`src/rtl/nic_csr_pkg.sv`:
```
package nic_csr_pkg;

  localparam int OP_W      = 5;
  localparam int LATCH_BIT = 0;
  localparam int REQ_BIT   = 6;
  localparam int THR_CNT   = 3;

  typedef enum logic [OP_W-1:0] {
    OP_GLOBAL_RST = 5'h00,
    OP_WIN_SEL    = 5'h01,
    OP_RX_OFF     = 5'h03,
    OP_RX_ON      = 5'h04,
    OP_RX_RST     = 5'h05,
    OP_TX_ON      = 5'h09,
    OP_TX_OFF     = 5'h0A,
    OP_TX_RST     = 5'h0B,
    OP_SW_IRQ     = 5'h0C,
    OP_IRQ_ACK    = 5'h0D,
    OP_IRQ_MASK   = 5'h0E,
    OP_RX_FILT    = 5'h10,
    OP_THR_RXE    = 5'h11,
    OP_THR_TXA    = 5'h12,
    OP_THR_TXS    = 5'h13
  } csr_op_e;

  typedef struct packed {
    logic               glob_rst;
    logic               win_load;
    logic               rx_off;
    logic               rx_on;
    logic               rx_rst;
    logic               tx_on;
    logic               tx_off;
    logic               tx_rst;
    logic               sw_irq;
    logic               ack;
    logic               mask_load;
    logic               filt_load;
    logic [THR_CNT-1:0] thr_load;
  } csr_dec_t;

endpackage

```
`src/rtl/csr_cmd_decode.sv`:
```
module csr_cmd_decode
  import nic_csr_pkg::*;
#(
  parameter int CMD_W = 16
) (
  input  logic                  cmd_we,
  input  logic [CMD_W-1:0]      cmd_word,
  output csr_dec_t              dec,
  output logic [CMD_W-OP_W-1:0] arg
);
  localparam int ARG_W = CMD_W - OP_W;

  logic [OP_W-1:0] op;

  assign op  = cmd_word[CMD_W-1 -: OP_W];
  assign arg = cmd_word[ARG_W-1:0];

  always_comb begin
    dec = '0;
    if (cmd_we) begin
      case (op)
        OP_GLOBAL_RST: dec.glob_rst    = 1'b1;
        OP_WIN_SEL:    dec.win_load    = 1'b1;
        OP_RX_OFF:     dec.rx_off      = 1'b1;
        OP_RX_ON:      dec.rx_on       = 1'b1;
        OP_RX_RST:     dec.rx_rst      = 1'b1;
        OP_TX_ON:      dec.tx_on       = 1'b1;
        OP_TX_OFF:     dec.tx_off      = 1'b1;
        OP_TX_RST:     dec.tx_rst      = 1'b1;
        OP_SW_IRQ:     dec.sw_irq      = 1'b1;
        OP_IRQ_ACK:    dec.ack         = 1'b1;
        OP_IRQ_MASK:   dec.mask_load   = 1'b1;
        OP_RX_FILT:    dec.filt_load   = 1'b1;
        OP_THR_RXE:    dec.thr_load[0] = 1'b1;
        OP_THR_TXA:    dec.thr_load[1] = 1'b1;
        OP_THR_TXS:    dec.thr_load[2] = 1'b1;
        default:       dec             = '0;
      endcase
    end
  end
endmodule

```
`src/rtl/csr_irq_unit.sv`:
```
module csr_irq_unit
  import nic_csr_pkg::*;
#(
  parameter int SRC_W = 8
) (
  input  logic             clk,
  input  logic             rst_n,
  input  logic             clear_all,
  input  logic             ack_en,
  input  logic [SRC_W-1:0] ack_bits,
  input  logic             sw_req,
  input  logic             mask_load,
  input  logic [SRC_W-1:0] mask_val,
  input  logic [SRC_W-1:0] evt,
  output logic [SRC_W-1:0] src,
  output logic             irq
);
  localparam logic [SRC_W-1:0] LATCH_ONE = SRC_W'(1) << LATCH_BIT;
  localparam logic [SRC_W-1:0] REQ_ONE   = SRC_W'(1) << REQ_BIT;
  localparam logic [SRC_W-1:0] HW_MASK   = ~(LATCH_ONE | REQ_ONE);

  logic [SRC_W-1:0] mask_q;
  logic [SRC_W-1:0] set_v, clr_v, body_next, rising, src_next;
  logic             latch_next;

  always_comb begin
    set_v      = (evt & HW_MASK) | (sw_req ? REQ_ONE : '0);
    clr_v      = ack_en ? ack_bits : '0;
    body_next  = ((src & ~clr_v) | set_v) & ~LATCH_ONE;
    rising     = body_next & ~src & mask_q;
    latch_next = (src[LATCH_BIT] & ~clr_v[LATCH_BIT]) | (|rising);
    src_next   = body_next | (latch_next ? LATCH_ONE : '0);
  end

  always_ff @(posedge clk or negedge rst_n) begin
    if (!rst_n) begin
      src    <= '0;
      mask_q <= '0;
    end else if (clear_all) begin
      src    <= '0;
      mask_q <= '0;
    end else begin
      src <= src_next;
      if (mask_load) mask_q <= mask_val;
    end
  end

  assign irq = src[LATCH_BIT] & (|(src & mask_q & ~LATCH_ONE));
endmodule

```
`src/rtl/csr_busy_timer.sv`:
```
module csr_busy_timer #(
  parameter int CYCLES = 4
) (
  input  logic clk,
  input  logic rst_n,
  input  logic start,
  output logic busy
);
  localparam int CW = $clog2(CYCLES + 1);

  logic [CW-1:0] cnt;

  always_ff @(posedge clk or negedge rst_n) begin
    if (!rst_n)          cnt <= '0;
    else if (start)      cnt <= CW'(CYCLES);
    else if (cnt != '0)  cnt <= cnt - 1'b1;
  end

  assign busy = (cnt != '0);
endmodule

```
`src/rtl/nic_cmd_status_regs.sv`:
```
module nic_cmd_status_regs
  import nic_csr_pkg::*;
#(
  parameter int CMD_W       = 16,
  parameter int WIN_W       = 3,
  parameter int SRC_W       = 8,
  parameter int THR_W       = 11,
  parameter int FILT_W      = 4,
  parameter int BUSY_CYCLES = 4
) (
  input  logic              clk,
  input  logic              rst_n,
  input  logic              cmd_we,
  input  logic [CMD_W-1:0]  cmd_data,
  input  logic [SRC_W-1:0]  evt_i,
  output logic [CMD_W-1:0]  status_data,
  output logic [WIN_W-1:0]  window_sel,
  output logic              irq,
  output logic              rx_en,
  output logic              tx_en,
  output logic              glob_rst_pulse,
  output logic              rx_rst_pulse,
  output logic              tx_rst_pulse,
  output logic [FILT_W-1:0] rx_filter,
  output logic [THR_W-1:0]  rx_early_thresh,
  output logic [THR_W-1:0]  tx_avail_thresh,
  output logic [THR_W-1:0]  tx_start_thresh,
  output logic              rx_early_thr_en,
  output logic              tx_avail_thr_en,
  output logic              tx_start_thr_en
);
  localparam int ARG_W = CMD_W - OP_W;
  localparam int PAD_W = CMD_W - WIN_W - 1 - SRC_W;
  localparam logic [THR_W-1:0] THR_OFF = {THR_W{1'b1}};

  csr_dec_t           dec;
  logic [ARG_W-1:0]   arg;
  logic [SRC_W-1:0]   src;
  logic               busy;
  logic [THR_W-1:0]   thr_q [THR_CNT];

  csr_cmd_decode #(.CMD_W(CMD_W)) u_dec (
    .cmd_we   (cmd_we),
    .cmd_word (cmd_data),
    .dec      (dec),
    .arg      (arg)
  );

  csr_irq_unit #(.SRC_W(SRC_W)) u_irq (
    .clk       (clk),
    .rst_n     (rst_n),
    .clear_all (dec.glob_rst),
    .ack_en    (dec.ack),
    .ack_bits  (arg[SRC_W-1:0]),
    .sw_req    (dec.sw_irq),
    .mask_load (dec.mask_load),
    .mask_val  (arg[SRC_W-1:0]),
    .evt       (evt_i),
    .src       (src),
    .irq       (irq)
  );

  csr_busy_timer #(.CYCLES(BUSY_CYCLES)) u_busy (
    .clk   (clk),
    .rst_n (rst_n),
    .start (dec.glob_rst | dec.rx_rst | dec.tx_rst),
    .busy  (busy)
  );

  always_ff @(posedge clk or negedge rst_n) begin
    if (!rst_n) begin
      window_sel     <= '0;
      rx_en          <= 1'b0;
      tx_en          <= 1'b0;
      rx_filter      <= '0;
      glob_rst_pulse <= 1'b0;
      rx_rst_pulse   <= 1'b0;
      tx_rst_pulse   <= 1'b0;
    end else begin
      glob_rst_pulse <= dec.glob_rst;
      rx_rst_pulse   <= dec.rx_rst;
      tx_rst_pulse   <= dec.tx_rst;
      if (dec.glob_rst) begin
        window_sel <= '0;
        rx_en      <= 1'b0;
        tx_en      <= 1'b0;
        rx_filter  <= '0;
      end else begin
        if (dec.win_load)  window_sel <= arg[WIN_W-1:0];
        if (dec.rx_off)    rx_en      <= 1'b0;
        else if (dec.rx_on) rx_en     <= 1'b1;
        if (dec.tx_off)    tx_en      <= 1'b0;
        else if (dec.tx_on) tx_en     <= 1'b1;
        if (dec.filt_load) rx_filter  <= arg[FILT_W-1:0];
      end
    end
  end

  for (genvar g = 0; g < THR_CNT; g++) begin : g_thr
    always_ff @(posedge clk or negedge rst_n) begin
      if (!rst_n)                thr_q[g] <= THR_OFF;
      else if (dec.glob_rst)     thr_q[g] <= THR_OFF;
      else if (dec.thr_load[g])  thr_q[g] <= arg[THR_W-1:0];
    end
  end

  assign rx_early_thresh = thr_q[0];
  assign tx_avail_thresh = thr_q[1];
  assign tx_start_thresh = thr_q[2];
  assign rx_early_thr_en = (thr_q[0] != THR_OFF);
  assign tx_avail_thr_en = (thr_q[1] != THR_OFF);
  assign tx_start_thr_en = (thr_q[2] != THR_OFF);

  assign status_data = {window_sel, busy, {PAD_W{1'b0}}, src};
endmodule

```
`config.mk`:
```
export PLATFORM = sky130hd
export DESIGN_NAME = nic_cmd_status_regs
export DESIGN_NICKNAME = d
export VERILOG_FILES = /design/src/rtl/nic_csr_pkg.sv /design/src/rtl/csr_cmd_decode.sv /design/src/rtl/csr_irq_unit.sv /design/src/rtl/csr_busy_timer.sv /design/src/rtl/nic_cmd_status_regs.sv
export SDC_FILE = /design/constraint.sdc
export NUM_CORES = 1
export LEC_CHECK = 0
export CORE_UTILIZATION = 45
export CTS_CLUSTER_DIAMETER = 200
export DETAILED_ROUTE_END_ITERATION = 12
export GPL_TIMING_DRIVEN = 0
export HOLD_SLACK_MARGIN = 0.02
export PLACE_DENSITY = 0.77
export SYNTH_ARGS = -nofsm -noshare
export SYNTH_HDL_FRONTEND = slang
export SYNTH_SLANG_ARGS = --single-unit
```
`constraint.sdc`:
```
create_clock -name clk -period 3.1 [get_ports clk]
set_input_delay 0.465 -clock clk [delete_from_list [all_inputs] [get_ports clk]]
set_output_delay 0.465 -clock clk [all_outputs]
set_load 0.02 [all_outputs]
```
==> metrics.yaml <==
p_clk_frac: 0.215
synth.area.top_cells: "dfstp_2 (29%), dfrtp_1 (25%), nor2_1 (8.3%)"
r2r-start: "u_busy.cnt[0]"
fin_cells: 502
drive_above_1_share: 0.188
area_growth_syn_to_layout_pct: 37.6
postRouteAntennaNets: 0
ir_drop_mv: 0.429
cts-htree-levels: 3
met3_usage: 0.0437
r2r_end: "u_busy.cnt[1]"
critPathRequiredTime_ns: 2.63
synth_most_common_cell: "nor2_1"
holdWs_ns: 0.115
totalPowerFinal_mw: 2.77
antenna_found_initial: 0
finalCriticalPeriod_ns: 2.30
finClkSkew_ns: 0.00632
setup_viol: 0
ys_top_cells_by_count: "nor2_1 (66), nand2_1 (42), dfstp_2 (33)"
ys_seq_elements: 63
synth-seq-area-share: 0.543
synth_compound_area_frac: 0.0831
final_core_util: 0.642
grt_pass1_vias: 2526
crit_arrival_ns: 1.84
combPwrFrac: 0.341
vias_per_cell: 5.38
hp-class: "input pin to async pin"
hold_viol: 0
num-nets-final: 449
cts_buffer_depth: 2
io_buffers: 84
syn_avg_cell_area_um2: 9.29
path_clk_slew_ns: 0.07
cts_root_buffer: "clkbuf_8"
crit_type: "flop to primary output"
via_count: 2700
slew-limit-headroom: 0.636
boundaryPins: 92
synthSimpleGateAreaFrac: 0.274
ys_types: 42
run_status: "complete, no violations"
sw_frac_of_total: 0.336
die_w_um: 83.4
intPower_mw: 1.84
ctsHoldBuffers: 0
num_antenna_cells: 0
drc_errors: 0
nFillCells: 538
synth_top_family_by_area: "simple AND/OR/NAND/NOR gates"
end_kind: "primary output"
grt_max_degree: 41
gr-usage-met2: 0.360
synth_flop_cell: "dfstp_2"
p_per_area_mw_per_mm2: 675
cts.sinks: 63
rsz0062_at_grt: "no"
fp.dieH_um: 83.4
seqPwrFrac: 0.444
post_synth_xor_area_fraction: 0.00587
gr-max-usage-layer: "met2"
synth-edff-count: 0
fmax_mhz: 434
r2r_slack_ns: 1.98
wl_um: 7780
yosys.area_share.adder: 0.00839
dp_cells: 486
grt.total_usage: 0.232
synth_top_cell_area_share: 0.291
maxCapViolations: 0
die_area_mm2: 0.00696
worst_slew_pin_slew_ns: 0.546
num_rows: 29
synth.mux.area_fraction: 0.0235
p_sw_mw: 0.929
place_congestion: 0.815
cp-start-kind: "flop"
grtUsageMet1: 0.323
globalRouteOverflowTotal: 0
ctsResizeCount: 0
cts_tree: "yes"
leakagePower_nw: 1.73
numCtsBuffers: 9
post_cts_buffers: 0
wl_per_cell_um: 15.5
cp_max_fo: 4
synth_largest_area_cell: "dfstp_2"
r2r_cells: 4
synthArstFlopShare: 1.00
ys_warn_count: 0
drv_slew: 0
drtIter0Drc: 195
core-area_mm2: 0.00639
start_util: 0.467
dp_hpwl_um: 5540
synthCells: 321
clock_latency_ns: 0.34
fin_crit_sh: 0.744
grt_pass1_wl_um: 12600
dr.pass1.iters: 4
netlist_area_mm2: 0.00298
[how the worst max path moves through the flow]
stage / from / end / slack, ns / cells past startpoint
floorplan: cmd_data[12] / tx_avail_thresh[1] / 1.60 / 7
global placement: rst_n / u_irq.src[2] / -0.37 / 1
detailed placement: cmd_data[13] / u_irq.mask_q[2] / 0.88 / 7
CTS: u_irq.src[2] / irq / 0.78 / 3
global route: u_irq.src[2] / irq / 0.70 / 3
finish: u_irq.src[2] / irq / 0.80 / 3
[cells by family (layout without fill, tap and decap cells)]
family,after synthesis,after routing
other,1,4
adders and majority gates,2,2
DFF,63,63
and+or+nand+nor,174,174
buffers and inverters,31,132
AOI/OAI and AO/OA,41,41
xor gates and xnor gates,2,2
muxes,7,7
[per-stage QoR]
stage | worst slack, ns | TNS [ns] | cell area, µm²
after CTS | 0.783 | 0 | 4100
after detailed placement | 0.881 | 0 | 3950
after global routing | 0.697 | 0 | 4100
after floorplan | 1.60 | 0 | 2990
after global placement | -0.372 | -11.05 | 3930
final | 0.795 | 0 | 4100
[worst max-delay path: stages, from the launching register on]
cell,delay [ns]
dfrtp_1,0.42
a222oi_1,0.35
a31oi_1,0.17
clkdlybuf4s50_1,0.56
[state kept, by name, indices dropped and copies added, names as in the netlist, 3 cells and up]
register,cells
rx_early_thresh,11
tx_avail_thresh,11
tx_start_thresh,11
u_irq.src,8
u_irq.mask_q,7
rx_filter,4
u_busy.cnt,3
window_sel,3
[layout by cell type (no fill, tap or decap), drive strengths merged, types with 2 or more instances in the layout]
cell           synthesis  routed
mux2i                  7       7
a211oi                 2       2
a22oi                  2       2
a21oi                 22      22
clkdlybuf4s50          0      83
conb                   1       4
dfstp                 33      33
nand3                 25      25
and3                   3       3
nand4                 10      10
clkinv                 1       6
nor3                  12      12
nand2b                 2       2
buf                   22      24
and4bb                 2       2
ha                     2       2
nand2                 42      42
inv                    5       5
a31oi                  4       4
dfrtp                 30      30
nor2b                  3       3
o21ai                  4       4
nand3b                 2       2
o22ai                  3       3
nor2                  67      67
clkbuf                 3      14
[layout make-up]
type                            instances  area, µm²  share of cell area
Inverter                                6       27.5             0.00671
Sequential cell                        63       1620               0.394
Tap cell                               77       96.3              0.0235
Clock inverter                          5       25.0             0.00610
Multi-Input combinational cell        230       1190               0.290
Buffer                                 25        156              0.0381
Timing Repair Buffer                   85        856               0.209
Clock buffer                           11        131              0.0320
[power by group through the flow]
stage               combinational (mW)  clock (mW)  sequential [mW]
floorplan                        0.329           0             1.40
global placement                 0.923           0             1.24
detailed placement               0.947           0             1.24
CTS                              0.952       0.598             1.23
global route                      1.02       0.643             1.25
finish                           0.944       0.595             1.23
[per-layer routing]
| metal | wire [µm] | vias up |
|---|---|---|
| met5 | 0 | - |
| met4 | 129 | 0 |
| met3 | 535 | 15 |
| met2 | 3650 | 113 |
| met1 | 3460 | 1296 |
| li1 | - | 1276 |
Note: power is estimated with default switching activity, not from simulation.
